**config.mk**
```make
export PLATFORM = sky130hd
export DESIGN_NAME = ctl_in_txbuf
export DESIGN_NICKNAME = d
export VERILOG_FILES = /design/src/rtl/ctl_in_txbuf_pkg.sv /design/src/rtl/txbuf_store.sv /design/src/rtl/txbuf_ctrl.sv /design/src/rtl/txbuf_flag.sv /design/src/rtl/ctl_in_txbuf.sv
export SDC_FILE = /design/constraint.sdc
export NUM_CORES = 1
export LEC_CHECK = 0
export ABC_CLOCK_PERIOD_IN_PS = 2300
export BUFFER_PORTS_ARGS = -buffer_cell sky130_fd_sc_hd__buf_2
export CORE_UTILIZATION = 50
export CTS_BUF_LIST = sky130_fd_sc_hd__clkbuf_2 sky130_fd_sc_hd__clkbuf_4 sky130_fd_sc_hd__clkbuf_8
export CTS_CLUSTER_SIZE = 40
export DETAILED_ROUTE_END_ITERATION = 6
export PLACE_DENSITY = 0.7
export SYNTH_ARGS = -nofsm -noshare
export SYNTH_HDL_FRONTEND = slang
export SYNTH_HIERARCHICAL = 1
export SYNTH_SLANG_ARGS = --single-unit
```
**constraint.sdc**
```tcl
create_clock -name clk_i -period 2.3 [get_ports clk_i]
set_input_delay 0.46 -clock clk_i [delete_from_list [all_inputs] [get_ports clk_i]]
set_output_delay 0.46 -clock clk_i [all_outputs]
set_load 0.03 [all_outputs]
```
**src/rtl/ctl_in_txbuf_pkg.sv**
```systemverilog
package ctl_in_txbuf_pkg;
  typedef enum logic {BUF_FILL = 1'b0, BUF_ARMED = 1'b1} buf_state_e;

  function automatic int cnt_width(input int depth);
    return $clog2(depth + 1);
  endfunction
endpackage

```
**src/rtl/txbuf_store.sv**
```systemverilog
module txbuf_store #(
  parameter int DEPTH = 8,
  parameter int DW    = 8,
  parameter int AW    = 3,
  parameter int CW    = 4
) (
  input  logic          clk_i,
  input  logic          we_i,
  input  logic [AW-1:0] waddr_i,
  input  logic [DW-1:0] wdata_i,
  input  logic [CW-1:0] raddr_i,
  output logic [DW-1:0] rdata_o
);
  logic [DW-1:0] mem [DEPTH];

  for (genvar g = 0; g < DEPTH; g++) begin : g_ent
    always_ff @(posedge clk_i) begin
      if (we_i && waddr_i == AW'(g)) mem[g] <= wdata_i;
    end
  end

  // read position may sit one past the last entry
  assign rdata_o = (raddr_i < CW'(DEPTH)) ? mem[raddr_i[AW-1:0]] : '0;
endmodule

```
**src/rtl/txbuf_ctrl.sv**
```systemverilog
module txbuf_ctrl
  import ctl_in_txbuf_pkg::*;
#(
  parameter int DEPTH = 8,
  parameter int AW    = 3,
  parameter int CW    = 4
) (
  input  logic          clk_i,
  input  logic          rst_ni,
  input  logic          wr_i,
  input  logic          arm_i,
  input  logic          clr_i,
  input  logic          rd_i,
  input  logic          ack_i,
  input  logic          retry_i,
  output logic          we_o,
  output logic [AW-1:0] waddr_o,
  output logic [CW-1:0] rd_ptr_o,
  output logic [CW-1:0] cnt_o,
  output logic          armed_o,
  output logic          ovf_o,
  output logic          done_o
);
  buf_state_e    state_q;
  logic [CW-1:0] cnt_q, rd_q;
  logic          ovf_q;
  logic          room;

  assign room    = cnt_q < CW'(DEPTH);
  assign we_o    = wr_i && !clr_i && state_q == BUF_FILL && room;
  assign waddr_o = cnt_q[AW-1:0];
  assign done_o  = ack_i && !clr_i && state_q == BUF_ARMED;

  always_ff @(posedge clk_i or negedge rst_ni) begin
    if (!rst_ni) begin
      state_q <= BUF_FILL;
      cnt_q   <= '0;
      rd_q    <= '0;
      ovf_q   <= 1'b0;
    end else if (clr_i) begin
      state_q <= BUF_FILL;
      cnt_q   <= '0;
      rd_q    <= '0;
      ovf_q   <= 1'b0;
    end else begin
      unique case (state_q)
        BUF_FILL: begin
          if (wr_i) begin
            if (room) cnt_q <= cnt_q + 1'b1;
            else      ovf_q <= 1'b1;
          end
          if (arm_i) begin
            state_q <= BUF_ARMED;
            rd_q    <= '0;
          end
        end
        BUF_ARMED: begin
          if (ack_i) begin
            state_q <= BUF_FILL;
            cnt_q   <= '0;
            rd_q    <= '0;
          end else if (retry_i) begin
            rd_q <= '0;
          end else if (rd_i && rd_q < cnt_q) begin
            rd_q <= rd_q + 1'b1;
          end
        end
        default: state_q <= BUF_FILL;
      endcase
    end
  end

  assign rd_ptr_o = rd_q;
  assign cnt_o    = cnt_q;
  assign armed_o  = state_q == BUF_ARMED;
  assign ovf_o    = ovf_q;


  cnt_bound_chk: assert property (@(posedge clk_i) disable iff (!rst_ni)
    cnt_q <= CW'(DEPTH));

  armed_wr_ignored_chk: assert property (@(posedge clk_i) disable iff (!rst_ni)
    (state_q == BUF_ARMED && !clr_i && !ack_i) |=> $stable(cnt_q));

  ovf_sticky_chk: assert property (@(posedge clk_i) disable iff (!rst_ni)
    (ovf_q && !clr_i) |=> ovf_q);

  retry_rewind_chk: assert property (@(posedge clk_i) disable iff (!rst_ni)
    (state_q == BUF_ARMED && retry_i && !ack_i && !clr_i) |=> (rd_q == '0 && state_q == BUF_ARMED));

  clear_chk: assert property (@(posedge clk_i) disable iff (!rst_ni)
    clr_i |=> (cnt_q == '0 && rd_q == '0 && state_q == BUF_FILL && !ovf_q));

  rd_bound_chk: assert property (@(posedge clk_i) disable iff (!rst_ni)
    rd_q <= cnt_q);
endmodule

```
**src/rtl/txbuf_flag.sv**
```systemverilog
module txbuf_flag (
  input  logic clk_i,
  input  logic rst_ni,
  input  logic set_i,
  input  logic w1c_i,
  output logic flag_o
);
  logic flag_q;

  always_ff @(posedge clk_i or negedge rst_ni) begin
    if (!rst_ni)     flag_q <= 1'b0;
    else if (set_i)  flag_q <= 1'b1;
    else if (w1c_i)  flag_q <= 1'b0;
  end

  assign flag_o = flag_q;


  flag_rise_chk: assert property (@(posedge clk_i) disable iff (!rst_ni)
    $rose(flag_q) |-> $past(set_i));

  flag_sticky_chk: assert property (@(posedge clk_i) disable iff (!rst_ni)
    (flag_q && !w1c_i) |=> flag_q);
endmodule

```
**src/rtl/ctl_in_txbuf.sv**
```systemverilog
module ctl_in_txbuf
  import ctl_in_txbuf_pkg::*;
#(
  parameter int DEPTH = 8,
  parameter int DW    = 8,
  localparam int AW   = $clog2(DEPTH),
  localparam int CW   = cnt_width(DEPTH)
) (
  input  logic          clk_i,
  input  logic          rst_ni,
  input  logic          fw_wr_i,
  input  logic [DW-1:0] fw_data_i,
  input  logic          fw_arm_i,
  input  logic          fw_clr_i,
  input  logic          fw_flag_clr_i,
  input  logic          sie_in_tok_i,
  input  logic          sie_rd_i,
  input  logic          sie_ack_i,
  input  logic          sie_retry_i,
  output logic          sie_nak_o,
  output logic          sie_avail_o,
  output logic [DW-1:0] sie_data_o,
  output logic          armed_o,
  output logic [CW-1:0] cnt_o,
  output logic          ovf_o,
  output logic          tx_done_o
);
  logic          we;
  logic [AW-1:0] waddr;
  logic [CW-1:0] rd_ptr, cnt;
  logic          armed, done;

  txbuf_ctrl #(.DEPTH(DEPTH), .AW(AW), .CW(CW)) u_ctrl (
    .clk_i    (clk_i),
    .rst_ni   (rst_ni),
    .wr_i     (fw_wr_i),
    .arm_i    (fw_arm_i),
    .clr_i    (fw_clr_i),
    .rd_i     (sie_rd_i),
    .ack_i    (sie_ack_i),
    .retry_i  (sie_retry_i),
    .we_o     (we),
    .waddr_o  (waddr),
    .rd_ptr_o (rd_ptr),
    .cnt_o    (cnt),
    .armed_o  (armed),
    .ovf_o    (ovf_o),
    .done_o   (done)
  );

  txbuf_store #(.DEPTH(DEPTH), .DW(DW), .AW(AW), .CW(CW)) u_store (
    .clk_i   (clk_i),
    .we_i    (we),
    .waddr_i (waddr),
    .wdata_i (fw_data_i),
    .raddr_i (rd_ptr),
    .rdata_o (sie_data_o)
  );

  txbuf_flag u_flag (
    .clk_i  (clk_i),
    .rst_ni (rst_ni),
    .set_i  (done),
    .w1c_i  (fw_flag_clr_i),
    .flag_o (tx_done_o)
  );

  assign sie_nak_o   = sie_in_tok_i && !armed;
  assign sie_avail_o = armed && rd_ptr < cnt;
  assign armed_o     = armed;
  assign cnt_o       = cnt;


  nak_when_idle_chk: assert property (@(posedge clk_i) disable iff (!rst_ni)
    (sie_in_tok_i && !armed_o) |-> sie_nak_o);

  zlp_no_data_chk: assert property (@(posedge clk_i) disable iff (!rst_ni)
    (armed_o && cnt_o == '0) |-> !sie_avail_o);
endmodule

```
Word level (Yosys, flattened, before mapping). Memory sizes are Yosys's and may differ from the RTL's. Cells that the tools add are included.

Logic and storage cells: 116. Memories kept: 1. Output and inout bits: 17. Bits in registers: 11. Input bits: 18. Bits in writable memories: 64.

Memories: u_store.mem (depth 8, width 8, rd ports 1, clocked after Yosys merged registers in 0, write ports 1, RTL line txbuf_store.sv:14) `logic [DW-1:0] mem [DEPTH];`.

Order comparisons: 3. Reductions and logical operators: 31. Add/sub/neg operators: 2. Bitwise operators: 1. Multiplexer cells: 59. Equal/unequal tests: 14.

Operator list (count): $mux 8 (8); $reduce_or 8->1 (7); $mux 4 (9); $mux 1 (32); $mux 3 (7); $logic_and 1x1->1 (16); $pmux 4 s2 (2); $eq 3x3->1 const B (4); $ne 3x3->1 const B (3); $add 4x1->4 const B (2); $lt 4x4->1 const B (2); $eq 3x2->1 const B (2); $reduce_and 3->1 (2); $ne 5x5->1 const B (1); $lt 4x4->1 (1); $ne 2x2->1 const B (2); $reduce_bool 2->1 (2); $eq 3x1->1 const B (1); $logic_not 3->1 (1); $ne 3x2->1 const B (1); $logic_not 1->1 (2); $pmux 1 s2 (1); $reduce_and 2->1 (1); $not 1->1 (1).

Depth between registers and ports, before layout. Gate-level depths: netlist (run 1).

Depth in word-level cells: 15. Mapped depth: 6. Gate-level depth less buffers: 6.

Cells and area by module. The synthesis (run 1) kept the hierarchy.

By module, submodules not included: txbuf_store (area each 2526.2 sq um, instances 1, cells each 115, sequential area each 1921.8 sq um); txbuf_ctrl (area each 635.6 sq um, instances 1, cells each 64, sequential area each 250.2 sq um); ctl_in_txbuf (area each 93.8 sq um, instances 1, cells each 14, sequential area each 0.0 sq um); txbuf_flag (area each 36.3 sq um, instances 1, cells each 3, sequential area each 25.0 sq um).

Worst setup path before layout (run 1). No wires, ideal clock.

Path type: register -> register. Start point: reg u_ctrl.state_q (netlist: u_ctrl/armed_o). End point: mem u_store.mem[0][0], enable pin. Library setup time: 383 ps. Data required time: 1917 ps. Arrival time: 1749 ps. Clock period less this slack: 2132 ps. Path slack: 168 ps. Stages on the path, launching flop included: 4. Buffers on the path: 0. Cell sequence: dfrtp_1 -> nor4b_4 -> nand2b_1 -> nor3_1.

Longest elaborated chain between the ends: 14. Elaborated cells on any way between the ends: 48. Classes of those cells: 30 x mux; 1 x bitwise; 17 x reduce/logical.

RTL lines: start, declared (RTL line txbuf_ctrl.sv:24) `buf_state_e state_q;`; start signal, assigned (RTL line txbuf_ctrl.sv:36) `state_q <= BUF_FILL;`; start signal, assigned (RTL line txbuf_ctrl.sv:41) `state_q <= BUF_FILL;`; start signal, assigned (RTL line txbuf_ctrl.sv:53) `state_q <= BUF_ARMED;`; $not 1->1 (*) (RTL line txbuf_ctrl.sv:30) `assign we_o = wr_i && !clr_i && state_q == BUF_FILL && room;`; $logic_and 1x1->1 (*) (2 in a row) (RTL line txbuf_ctrl.sv:30); net we (RTL line ctl_in_txbuf.sv:28) `logic we;`; $logic_and 1x1->1 (RTL line txbuf_store.sv:18) `if (we_i && waddr_i == AW'(g)) mem[g] <= wdata_i;`; $mux 1 (RTL line txbuf_store.sv:18); $mux 1 (not written as such) (RTL line txbuf_store.sv:18); $reduce_or 8->1 (no source line); $mux 3 (no source line) / $mux 1 (equally long branches) (7 in a row); end, declared (RTL line txbuf_store.sv:14).

Mark *: on every way through the listed nets, which the timed path passes. The rest lies on a longest branch.

Worst setup path in the final report (run 1).
Start point: reg u_ctrl.rd_q[0] (netlist: u_ctrl/rd_ptr_o[0]). End point: out sie_data_o[2].

Longest elaborated chain between the ends: 2. Elaborated cells on any way between the ends: 3. Classes of those cells: 1 x order compare; 1 x mux; 1 x memory.

RTL lines: start, declared (RTL line txbuf_ctrl.sv:25) `logic [CW-1:0] cnt_q, rd_q;`; start signal, assigned (RTL line txbuf_ctrl.sv:65) `rd_q <= rd_q + 1'b1;`; $mem_v2 8x8 / $lt 4x4->1 (equally long branches); $mux 8 (*) (RTL line txbuf_store.sv:23) `assign rdata_o = (raddr_i < CW'(DEPTH)) ? mem[raddr_i[AW-1:0]] : '0;`; end, declared (RTL line ctl_in_txbuf.sv:22) `output logic [DW-1:0] sie_data_o,`.

Every way passes the cells marked *; elsewhere a longest branch is shown, timed or not.

==> results by group, run 1 <==
Run status
  – Run status: complete, but fails checks
  – Failing checks: setup timing

Worst setup path
  – Crit Reg-Reg Startpoint: u_ctrl/cnt_o[3]
  – Crit path kind: register to output pin
  – Startpoint types: register
  – Critical path origin: u_ctrl/rd_ptr_o[0]
  – Worst EP required: 1.84 ns
  – Setup crit end kind: output pin
  – CP arrival: 1.88 ns
  – CP Max Fanout: 7

GRT
  – First-pass GRT wire length: 10000 um
  – Overflow after GRT: 0
  – Total track usage: 20.0%
  – Initial antenna violation count: 0
  – Largest net degree at the start of global routing: 14
  – Number of global-route vias before repair: 1979

STA
  – Final hold vios: 0
  – Worst-Margin Slew: 0.584 ns
  – Max Freq: 0.427 GHz
  – Clock skew: 0.00909 ns
  – Fin crit period: 2.34 ns
  – Max transition margin: 60.5%
  – Part of the cycle the worst path needs: 102%
  – Hold_ws: 0.370 ns
  – Setup ws final: -0.0438 ns
  – Max-slew violation count: 0
  – Setup Viol. Count Final: 8
  – RSZ-0062 raised after global routing: true

Min path
  – HP Class: input port to register
  – Hold path startpoint: fw_flag_clr_i

Power
  – Power density over the cells: 670 mW/mm^2
  – Power share of the clock group: 36.0%
  – Sw power: 565 uW
  – Peak VDD IR: 0.430 mV
  – Sequential share of power: 57.7%
  – Total internal power: 2050 uW
  – Leakage: 0.00149 uW
  – Logic gate share of total power: 6.3%
  – Sw frac: 21.6%

Logic synthesis
  – Yosys top cell by area: edfxtp_1
  – Post-synthesis register bit count: 75
  – Gate Count Post-Synth: 196
  – Post-synth top area share: 58.4%
  – Synthesized net count: 222
  – Synthesized area: 0.00329 sq mm
  – Post-synthesis sequential area ratio: 66.7%
  – Syn avg cell area: 16.8 sq um
  – Synth area leaders: edfxtp_1 (58%), dfrtp_1 (8.4%), mux4_2 (6.8%)
  – Netlist cell types: 37
  – Synth warn: 6

Floorplanning
  – Row count: 29
  – Die W: 83.1 um
  – Initial core utilization: 51.8%
  – Core Box Area: 0.00635 sq mm
  – Die H: 83.1 um
  – Die area: 0.00691 sq mm
  – Ports: 35

Final layout
  – Non-Filler Instances: 339
  – Nets: 284
  – Number of diodes: 0
  – Share of post-route cells with drive strength above 1: 35.9%
  – Area grow syn2layout: 18.5%
  – # fillers: 488

Drt
  – Routed len/inst: 18.7 um
  – Violation count after the first detailed-route iteration: 102
  – Vias per Instance: 5.53
  – Detailed Routing Iterations Pass 1: 4
  – WL final: 6350 um
  – Drt drc: 0
  – ANT nets after route: 0
  – Via count: 1876

Placement
  – Placed wire-length estimate: 4320 um
  – PortBufs: 34
  – Placer Congestion: 0.782
  – Placed Instances: 319

Run
  – Max-Cap Viols: 0

Clocking
  – Root buf cell: clkbuf_8
  – Clock-pin slew of the registers on the worst-case setup and hold paths: 0.08 ns
  – Worst-skew pair later-pin latency: 0.34 ns
  – TritonCTS Buffers: 9
  – CTS Sinks: 75
  – H-tree levels: 3
  – CTS max path bufs: 2
  – CTS tree: built
==> cells in the final DEF (no fill, tap or decap), types with 2 or more instances in the layout <==
cell type,instances
a21o_1,4
a21oi_1,4
a31oi_1,3
and3_1,2
buf_2,26
buf_4,31
clkbuf_8,9
clkinv_1,2
clkinv_2,2
dfrtp_1,10
edfxtp_1,64
ha_1,8
inv_1,10
mux2i_1,7
mux4_2,16
nand2_1,7
nand2b_1,4
nor2_1,18
nor2b_1,3
nor3_1,4
nor3b_1,3
o21ai_0,3
==> final cells by class <==
class                   count  area (sq um)  area share (%)
multi-input cells         101           956            24.5
inverters                  10          37.5           0.962
flip-flops and latches     75          2200            56.4
repair buffers             61           433            11.1
clock inverters             6          56.3            1.44
clock buffers               9           124            3.18
well taps                  77          96.3            2.47
==> power groups by stage <==
| stage | Clock, uW | Combinational [uW] | Sequential [uW] |
|---|---|---|---|
| finish | 941 | 165 | 1510 |
| global route | 1000 | 182 | 1510 |
| CTS | 957 | 164 | 1510 |
| detailed placement | 0 | 158 | 1540 |
| global placement | 0 | 154 | 1540 |
| floorplan | 0 | 84.2 | 1540 |
==> stage by stage <==
stage	instance area (sq um)	utilization (%)	total power (uW)	setup TNS (ns)	worst slack, ns
5_1_grt	3900	61.4	2690	-0.839	-0.116
4_1_cts	3860	60.9	2630	-0.0707	-0.0397
2_1_floorplan	3290	-	1630	0	0.168
3_5_place_dp	3640	57.3	1690	0	0.258
6_report	3900	61.4	2610	-0.176	-0.0438
3_3_place_gp	3640	57.3	1690	0	0.320
==> path summary, 6_finish.rpt <==
kind | slack [ns] | depth (start not counted) | end
worst max-delay path | -0.04 | 5 | sie_data_o[2]
worst min register to register | 0.48 | 1 | u_flag/flag_o
min in group asynchronous | 0.51 | 2 | u_ctrl/ovf_o
max in group asynchronous | 1.56 | 2 | u_ctrl/rd_ptr_o[0]
worst min-delay path | 0.37 | 3 | u_flag/flag_o
worst max register to register | 0.42 | 4 | u_store/mem[0][6]
==> repair_timing <==
item,in CTS,in global routing
setup buffers,3,0
setup endpoints to repair,8,8
pin swaps,0,3
gates resized for setup,13,10
hold buffers,1,0
endpoints found under the hold margin,11,0
gates cloned,0,1
==> critical path: stages, from the launching register on <==
cell     delay [ns]
dfrtp_2        0.47
buf_8          0.17
mux4_2         0.51
mux2i_1        0.16
nor2_1         0.06
buf_4          0.16
==> kinds of logic after synthesis <==
logic type,count (synthesis),share of synthesized area [%]
AO/OA/AOI/OAI,21,4.33
adder cells (fa/ha/maj),8,3.04
buffers and inverters,20,3.65
flip-flops,75,66.7
multiplexers,25,14.4
AND/OR/NAND/NOR,47,7.83
==> cells in the mapped netlist, drive strengths merged <==
cell,count
or3,1
nand2,7
nor2,18
inv,10
or2,1
nor2b,3
and3,2
o31a,1
mux4,16
buf,10
or4b,1
a32o,1
o211ai,1
a21oi,4
a21o,4
mux2,1
mux2i,8
dfrtp,11
nor4b,2
o21ai,4
a31oi,3
edfxtp,64
nand4,1
nor3b,3
nor3,4
o211a,1
a22o,1
ha,8
a211o,1
nand2b,4
==> per-layer routing <==
metal / part of all wire [%] / global-route usage, %
met3: 3.5 / 4.67
met4: 1.9 / 8.93
met5: 0 / 0
met1: 43 / 24.8
met2: 52 / 33.6
==> sequential cells by signal, summed over array words and instances (netlist names) <==
register	flops
u_ctrl/armed_o	1
u_flag/flag_o	1
u_ctrl/ovf_o	1
u_ctrl/cnt_o	4
u_store/mem	64
u_ctrl/rd_ptr_o	4
No activity file was read; power rests on OpenSTA's default activity.
==> run 2: changes to the inputs <==
--- a/config.mk
+++ b/config.mk
@@ -16,3 +16,4 @@
 export SYNTH_HDL_FRONTEND = slang
 export SYNTH_HIERARCHICAL = 1
 export SYNTH_SLANG_ARGS = --single-unit
+export TNS_END_PERCENT = 5
==> run 2 against run 1 <==
- the flow still finishes with violations (setup timing)
- power about the same
- worst hold slack barely moved
- sequential share of layout area grew 0.072 points
- maximum frequency grew 0.16%
- core utilization decreased by 0.079 points
- clock skew barely moved
- worst setup slack improved by 0.0036 ns
- count of clock-buffer cells in the layout stayed put
- final cell count unchanged
==> results by group, run 2 (synthesized netlist as in run 1, its figures left out) <==
Final layout
  – Share of post-route cells with drive strength above 1: 35.9% (unchanged)
  – Number of flip-flops in the largest register: 64 (unchanged)
  – Core Util, Final: 61.4% (about the same)
  – Post-layout instance area: 0.00390 sq mm (about the same)
  – Nets: 284 (unchanged)
  – Register Area: 0.00220 sq mm (unchanged)
  – Biggest register: u_store/mem (unchanged)
  – Commonest non-fill, non-tap cell in the layout: edfxtp_1 (unchanged)
  – Number of diodes: 0 (unchanged)
  – Area grow syn2layout: 18.4% (was 18.5%)
  – Area occupied by multi-input gates: 956 sq um (unchanged)
  – Commonest cells after routing, fill and taps aside: edfxtp_1 (64), buf_4 (29), buf_2 (28), nor2_1 (18), mux4_2 (16) (was edfxtp_1 (64), buf_4 (31), buf_2 (26), nor2_1 (18), mux4_2 (16))
  – # fillers: 490 (was 488)

Drt
  – Routed len/inst: 18.7 um (about the same)
  – Violation count after the first detailed-route iteration: 99 (was 102)
  – Via count: 1876 (unchanged)
  – Detailed Routing Iterations Pass 1: 4 (unchanged)
  – Vias per Instance: 5.53 (unchanged)
  – WL final: 6340 um (was 6350 um)
  – ANT nets after route: 0 (unchanged)
  – Drt drc: 0 (unchanged)

STA
  – Final hold vios: 0 (unchanged)
  – Max Freq: 0.427 GHz (about the same)
  – Setup TNS: -0.155 ns (was -0.176 ns)
  – Max-slew violation count: 0 (unchanged)
  – Part of the cycle the worst path needs: 102% (about the same)
  – Hold_ws: 0.370 ns (about the same)
  – Clock skew: 0.00909 ns (about the same)
  – Fin crit period: 2.34 ns (about the same)
  – Setup Viol. Count Final: 8 (unchanged)
  – Setup ws final: -0.0401 ns (was -0.0438 ns)
  – Max transition margin: 60.5% (unchanged)
  – RSZ-0062 raised after global routing: true (unchanged)
  – Worst-Margin Slew: 0.584 ns (unchanged)

Floorplanning
  – Die W: 83.1 um (unchanged)
  – Die area: 0.00691 sq mm (unchanged)
  – Die H: 83.1 um (unchanged)
  – Core Box Area: 0.00635 sq mm (unchanged)
  – Initial core utilization: 51.8% (unchanged)
  – Ports: 35 (unchanged)
  – Row count: 29 (unchanged)

GRT
  – Largest net degree at the start of global routing: 14 (unchanged)
  – Number of global-route vias before repair: 1978 (was 1979)
  – Overflow after GRT: 0 (unchanged)
  – Initial antenna violation count: 0 (unchanged)
  – First-pass GRT wire length: 10000 um (unchanged)
  – Total track usage: 20.0% (unchanged)

Run status
  – Run status: complete, but fails checks (unchanged)
  – Failing checks: setup timing (unchanged)

Min path
  – Hold path startpoint: fw_flag_clr_i (unchanged)
  – HP Class: input port to register (unchanged)

Power
  – Logic gate share of total power: 6.3% (about the same)
  – Total internal power: 2050 uW (about the same)
  – Leakage: 0.00149 uW (about the same)
  – Power density over the cells: 670 mW/mm^2 (about the same)
  – Sw power: 564 uW (was 565 uW)
  – Sw frac: 21.6% (about the same)
  – Peak VDD IR: 0.430 mV (about the same)
  – Power share of the clock group: 36.0% (about the same)
  – Sequential share of power: 57.7% (about the same)

Clocking
  – Worst-skew pair later-pin latency: 0.34 ns (about the same)
  – CTS max path bufs: 2 (unchanged)
  – Root buf cell: clkbuf_8 (unchanged)
  – CTS Sinks: 75 (unchanged)
  – CTS tree: built (unchanged)
  – H-tree levels: 3 (unchanged)
  – TritonCTS Buffers: 9 (unchanged)
  – Clock-pin slew of the registers on the worst-case setup and hold paths: 0.08 ns (about the same)

Worst setup path
  – Startpoint types: register (unchanged)
  – CP Max Fanout: 7 (unchanged)
  – Setup crit end kind: output pin (unchanged)
  – CP arrival: 1.88 ns (about the same)
  – Worst EP required: 1.84 ns (about the same)
  – Critical path origin: u_ctrl/rd_ptr_o[0] (unchanged)
  – Crit path kind: register to output pin (unchanged)
  – Crit Reg-Reg Startpoint: u_ctrl/cnt_o[3] (unchanged)

Run
  – Max-Cap Viols: 0 (unchanged)

Placement
  – Placed Area: 0.00364 sq mm (unchanged)
  – Placer Congestion: 0.782 (unchanged)
  – PortBufs: 34 (unchanged)
  – Pre-CTS WS: 0.258 ns (unchanged)
  – Placed wire-length estimate: 4320 um (unchanged)
## run 2: cell counts in the layout (fill, tap and decap cells not counted)
No cell type changed its count.
## run 2: metal layers
metal / GRT usage [%] / vias up / wire length [um]
met2: 33.6 / 35 / 3290
met3: 4.67 / 12 / 230
met1: 24.8 / 947 / 2700
met5: 0 / - / 0
met4: 8.93 / 0 / 118
li1: - / 882 / -
## run 2: cell type report
| cell class | instances | share of cell area, % |
|---|---|---|
| Clock buffer | 9 | 3.18 |
| Timing Repair Buffer | 61 | 11.0 |
| Tap cell | 77 | 2.47 |
| Clock inverter | 6 | 1.45 |
| Sequential cell | 75 | 56.4 |
| Inverter | 10 | 0.963 |
| Multi-Input combinational cell | 101 | 24.5 |
## run 2: worst max-delay path, stage by stage (launching register included)
cell	delay, ns
dfrtp_2	0.47
buf_8	0.17
mux4_2	0.51
mux2i_1	0.16
nor2_1	0.05
buf_2	0.17
## run 2: path summary, 6_finish.rpt
kind / cells after the start / to / slack, ns
max: 5 / sie_data_o[2] / -0.04
min: 3 / u_flag/flag_o / 0.37
max reg2reg: 4 / u_store/mem[0][6] / 0.42
min reg2reg: 1 / u_flag/flag_o / 0.48
max in group asynchronous: 2 / u_ctrl/rd_ptr_o[0] / 1.56
min in group asynchronous: 2 / u_ctrl/ovf_o / 0.51
## run 2: repair_timing
item / 4_1_cts / 5_1_grt
hold buffers: 1 / 0
cloned: 0 / 1
gates resized for setup: 12 / 8
buffers inserted: 3 / 0
endpoints found under the setup margin: 8 / 8
endpoints found under the hold margin: 11 / 0
## run 2: metrics by stage
stage / cells / total power (uW)
2_1_floorplan: 196 / 1630
3_3_place_gp: 319 / 1690
3_5_place_dp: 319 / 1690
4_1_cts: 338 / 2630
5_1_grt: 339 / 2690
6_report: 339 / 2610
## run 2: power by group through the flow
stage                     sequential, uW  clock [uW]  combinational (uW)
after global routing                1510        1000                 181
after detailed placement            1540           0                 158
final                               1510         941                 164
after global placement              1540           0                 154
after floorplan                     1540           0                84.2
after CTS                           1510         957                 164
==> run 3: changes to the inputs <==
--- a/config.mk
+++ b/config.mk
@@ -12,6 +12,7 @@
 export CTS_CLUSTER_SIZE = 40
 export DETAILED_ROUTE_END_ITERATION = 6
 export PLACE_DENSITY = 0.7
+export RECOVER_POWER = 100
 export SYNTH_ARGS = -nofsm -noshare
 export SYNTH_HDL_FRONTEND = slang
 export SYNTH_HIERARCHICAL = 1
==> run 3 against run 2 <==
- the flow still finishes with violations (setup timing)
- routed wire length barely moved
- clock power barely moved
- flip-flop and latch count unchanged
- largest cell class unchanged
==> results by group, run 3 (synthesized netlist as in run 1, its figures left out) <==
Drt
  – Vias per Instance: 5.58 (was 5.53)
  – Routed len/inst: 18.7 um (about the same)
  – Via count: 1890 (was 1876)
  – ANT nets after route: 0 (unchanged)
  – Drt drc: 0 (unchanged)
  – WL final: 6340 um (about the same)
  – Detailed Routing Iterations Pass 1: 6 (was 4)
  – Violation count after the first detailed-route iteration: 80 (was 99)

STA
  – Part of the cycle the worst path needs: 102% (about the same)
  – Clock skew: 0.0105 ns (was 0.00909 ns)
  – Final hold vios: 0 (unchanged)
  – Hold_ws: 0.372 ns (was 0.370 ns)
  – Worst-Margin Slew: 0.644 ns (was 0.584 ns)
  – Fin crit period: 2.34 ns (about the same)
  – Setup ws final: -0.0358 ns (was -0.0401 ns)
  – Max-slew violation count: 0 (unchanged)
  – Max transition margin: 57.0% (was 60.5%)
  – Setup Viol. Count Final: 8 (unchanged)
  – Setup TNS: -0.140 ns (was -0.155 ns)
  – RSZ-0062 raised after global routing: true (unchanged)
  – Max Freq: 0.428 GHz (was 0.427 GHz)

Final layout
  – Commonest cells after routing, fill and taps aside: edfxtp_1 (64), buf_4 (27), clkbuf_1 (19), nor2_1 (18), mux4_2 (16) (was edfxtp_1 (64), buf_4 (29), buf_2 (28), nor2_1 (18), mux4_2 (16))
  – Area grow syn2layout: 17.2% (was 18.4%)
  – Commonest non-fill, non-tap cell in the layout: edfxtp_1 (unchanged)
  – Share of post-route cells with drive strength above 1: 28.6% (was 35.9%)
  – # fillers: 501 (was 490)
  – Core Util, Final: 60.8% (was 61.4%)
  – Biggest register: u_store/mem (unchanged)
  – Nets: 284 (unchanged)
  – Register Area: 0.00220 sq mm (unchanged)
  – Area occupied by multi-input gates: 947 sq um (was 956 sq um)
  – Non-Filler Instances: 339 (unchanged)
  – Number of diodes: 0 (unchanged)
  – Number of flip-flops in the largest register: 64 (unchanged)

Clocking
  – Worst-skew pair later-pin latency: 0.34 ns (about the same)
  – CTS tree: built (unchanged)
  – H-tree levels: 3 (unchanged)
  – TritonCTS Buffers: 9 (unchanged)
  – CTS max path bufs: 2 (unchanged)
  – Root buf cell: clkbuf_8 (unchanged)
  – Clock-pin slew of the registers on the worst-case setup and hold paths: 0.08 ns (about the same)
  – CTS Sinks: 75 (unchanged)

Worst setup path
  – Reg-to-reg setup timing slack: 0.24 ns (was 0.42 ns)
  – R2R depth: 4 (unchanged)
  – CP arrival: 1.88 ns (about the same)
  – Crit Reg-Reg Startpoint: u_ctrl/cnt_o[3] (unchanged)
  – CP Max Fanout: 7 (unchanged)
  – Critical Path Max Stage Delay: 0.51 ns (about the same)
  – Worst EP required: 1.84 ns (about the same)
  – CP Cell Sequence: buf_8 -> mux4_2 -> mux2i_1 -> nor2_1 -> buf_2 (unchanged)
  – Crit path kind: register to output pin (unchanged)
  – Startpoint types: register (unchanged)
  – FF-to-FF End: u_store/mem[2][1] (was u_store/mem[0][6])
  – CP max-delay cell: mux4_2 (unchanged)
  – Setup crit end kind: output pin (unchanged)

Floorplanning
  – Ports: 35 (unchanged)
  – Die H: 83.1 um (unchanged)
  – Die W: 83.1 um (unchanged)
  – Die area: 0.00691 sq mm (unchanged)
  – Initial core utilization: 51.8% (unchanged)
  – Row count: 29 (unchanged)
  – Core Box Area: 0.00635 sq mm (unchanged)

GRT
  – Initial antenna violation count: 0 (unchanged)
  – Met2 GRT Util: 33.6% (unchanged)
  – Met1 global-route usage: 24.8% (unchanged)
  – Largest net degree at the start of global routing: 14 (unchanged)
  – First-pass GRT wire length: 10000 um (unchanged)
  – Number of global-route vias before repair: 1978 (unchanged)
  – Total track usage: 20.0% (unchanged)
  – GR Layer Usage met3: 4.67% (unchanged)
  – Overflow after GRT: 0 (unchanged)
  – Layer with the highest usage: met2 (unchanged)

Run status
  – Failing checks: setup timing (unchanged)
  – Run status: complete, but fails checks (unchanged)

Placement
  – Placed wire-length estimate: 4320 um (unchanged)
  – Placer Congestion: 0.782 (unchanged)
  – PortBufs: 34 (unchanged)
  – Placed Instances: 319 (unchanged)

Min path
  – WHS Path Cells: 3 (unchanged)
  – Hold EP: u_flag/flag_o (unchanged)
  – Hold path startpoint: fw_flag_clr_i (unchanged)
  – HP Class: input port to register (unchanged)

Power
  – Power density over the cells: 674 mW/mm^2 (was 670 mW/mm^2)
  – PnR Total Power: 2600 uW (was 2610 uW)
  – Peak VDD IR: 0.429 mV (was 0.430 mV)
  – Leakage: 0.00142 uW (was 0.00149 uW)

Run
  – Max-Cap Viols: 0 (unchanged)
## run 3: cell count changes in the layout (fill, tap and decap cells not counted), sizes merged
| cell | before | now |
|---|---|---|
| buf | 59 | 40 |
| clkbuf | 10 | 29 |
## run 3: area by class of cell
class	instances	area share, %
Tap cell	77	2.50
Clock inverter	6	1.46
Multi-Input combinational cell	101	24.5
Timing Repair Buffer	61	10.3
Inverter	10	0.973
Clock buffer	9	3.21
Sequential cell	75	57.0
## run 3: critical path, delay by kind of cell, from the launching register on
| family | cells | cell delay [ns] |
|---|---|---|
| AND/OR/NAND/NOR | 1 | 0.05 |
| multiplexers | 2 | 0.67 |
| flip-flops | 1 | 0.47 |
| buffers and inverters | 2 | 0.34 |
## run 3: what timing repair did
item	4_1_cts	5_1_grt
endpoints found under the setup margin	8	8
pin swaps	0	0
hold buffers	1	0
gates cloned	0	1
hold endpoints to repair	11	0
setup buffers	3	0
gates resized for setup	12	8
## run 3: stage by stage
stage | worst slack (ns) | area [sq um]
after floorplan | 0.168 | 3290
after global placement | 0.320 | 3640
after detailed placement | 0.258 | 3640
after CTS | -0.0397 | 3860
after global routing | -0.116 | 3860
final | -0.0358 | 3860
## run 3: metal layers
layer  vias to the layer above  share of wire, %  wire, um
met5                         -                 0         0
met4                         0              0.98        62
met3                         7               4.2       265
met2                        56                53      3350
met1                       944                42      2670
li1                        883                 -         -
## run 3: worst max path at each step
| stage | from | end | cells after the start |
|---|---|---|---|
| after floorplan | fw_clr_i | u_store/mem[0][0] | 4 |
| after global placement | fw_clr_i | u_store/mem[0][5] | 5 |
| after detailed placement | fw_clr_i | u_store/mem[2][1] | 5 |
| after CTS | u_ctrl/rd_ptr_o[0] | sie_data_o[0] | 5 |
| after global routing | u_ctrl/rd_ptr_o[0] | sie_data_o[5] | 5 |
| final | u_ctrl/rd_ptr_o[0] | sie_data_o[2] | 5 |
## run 3: where the power goes
group	switching, uW	total, uW	internal, uW	leakage, uW
logic	98.0	157	59.1	0.000595
clock network	451	939	488	0.0000943
registers	12.2	1510	1490	0.000727
total	561	2600	2040	0.00142
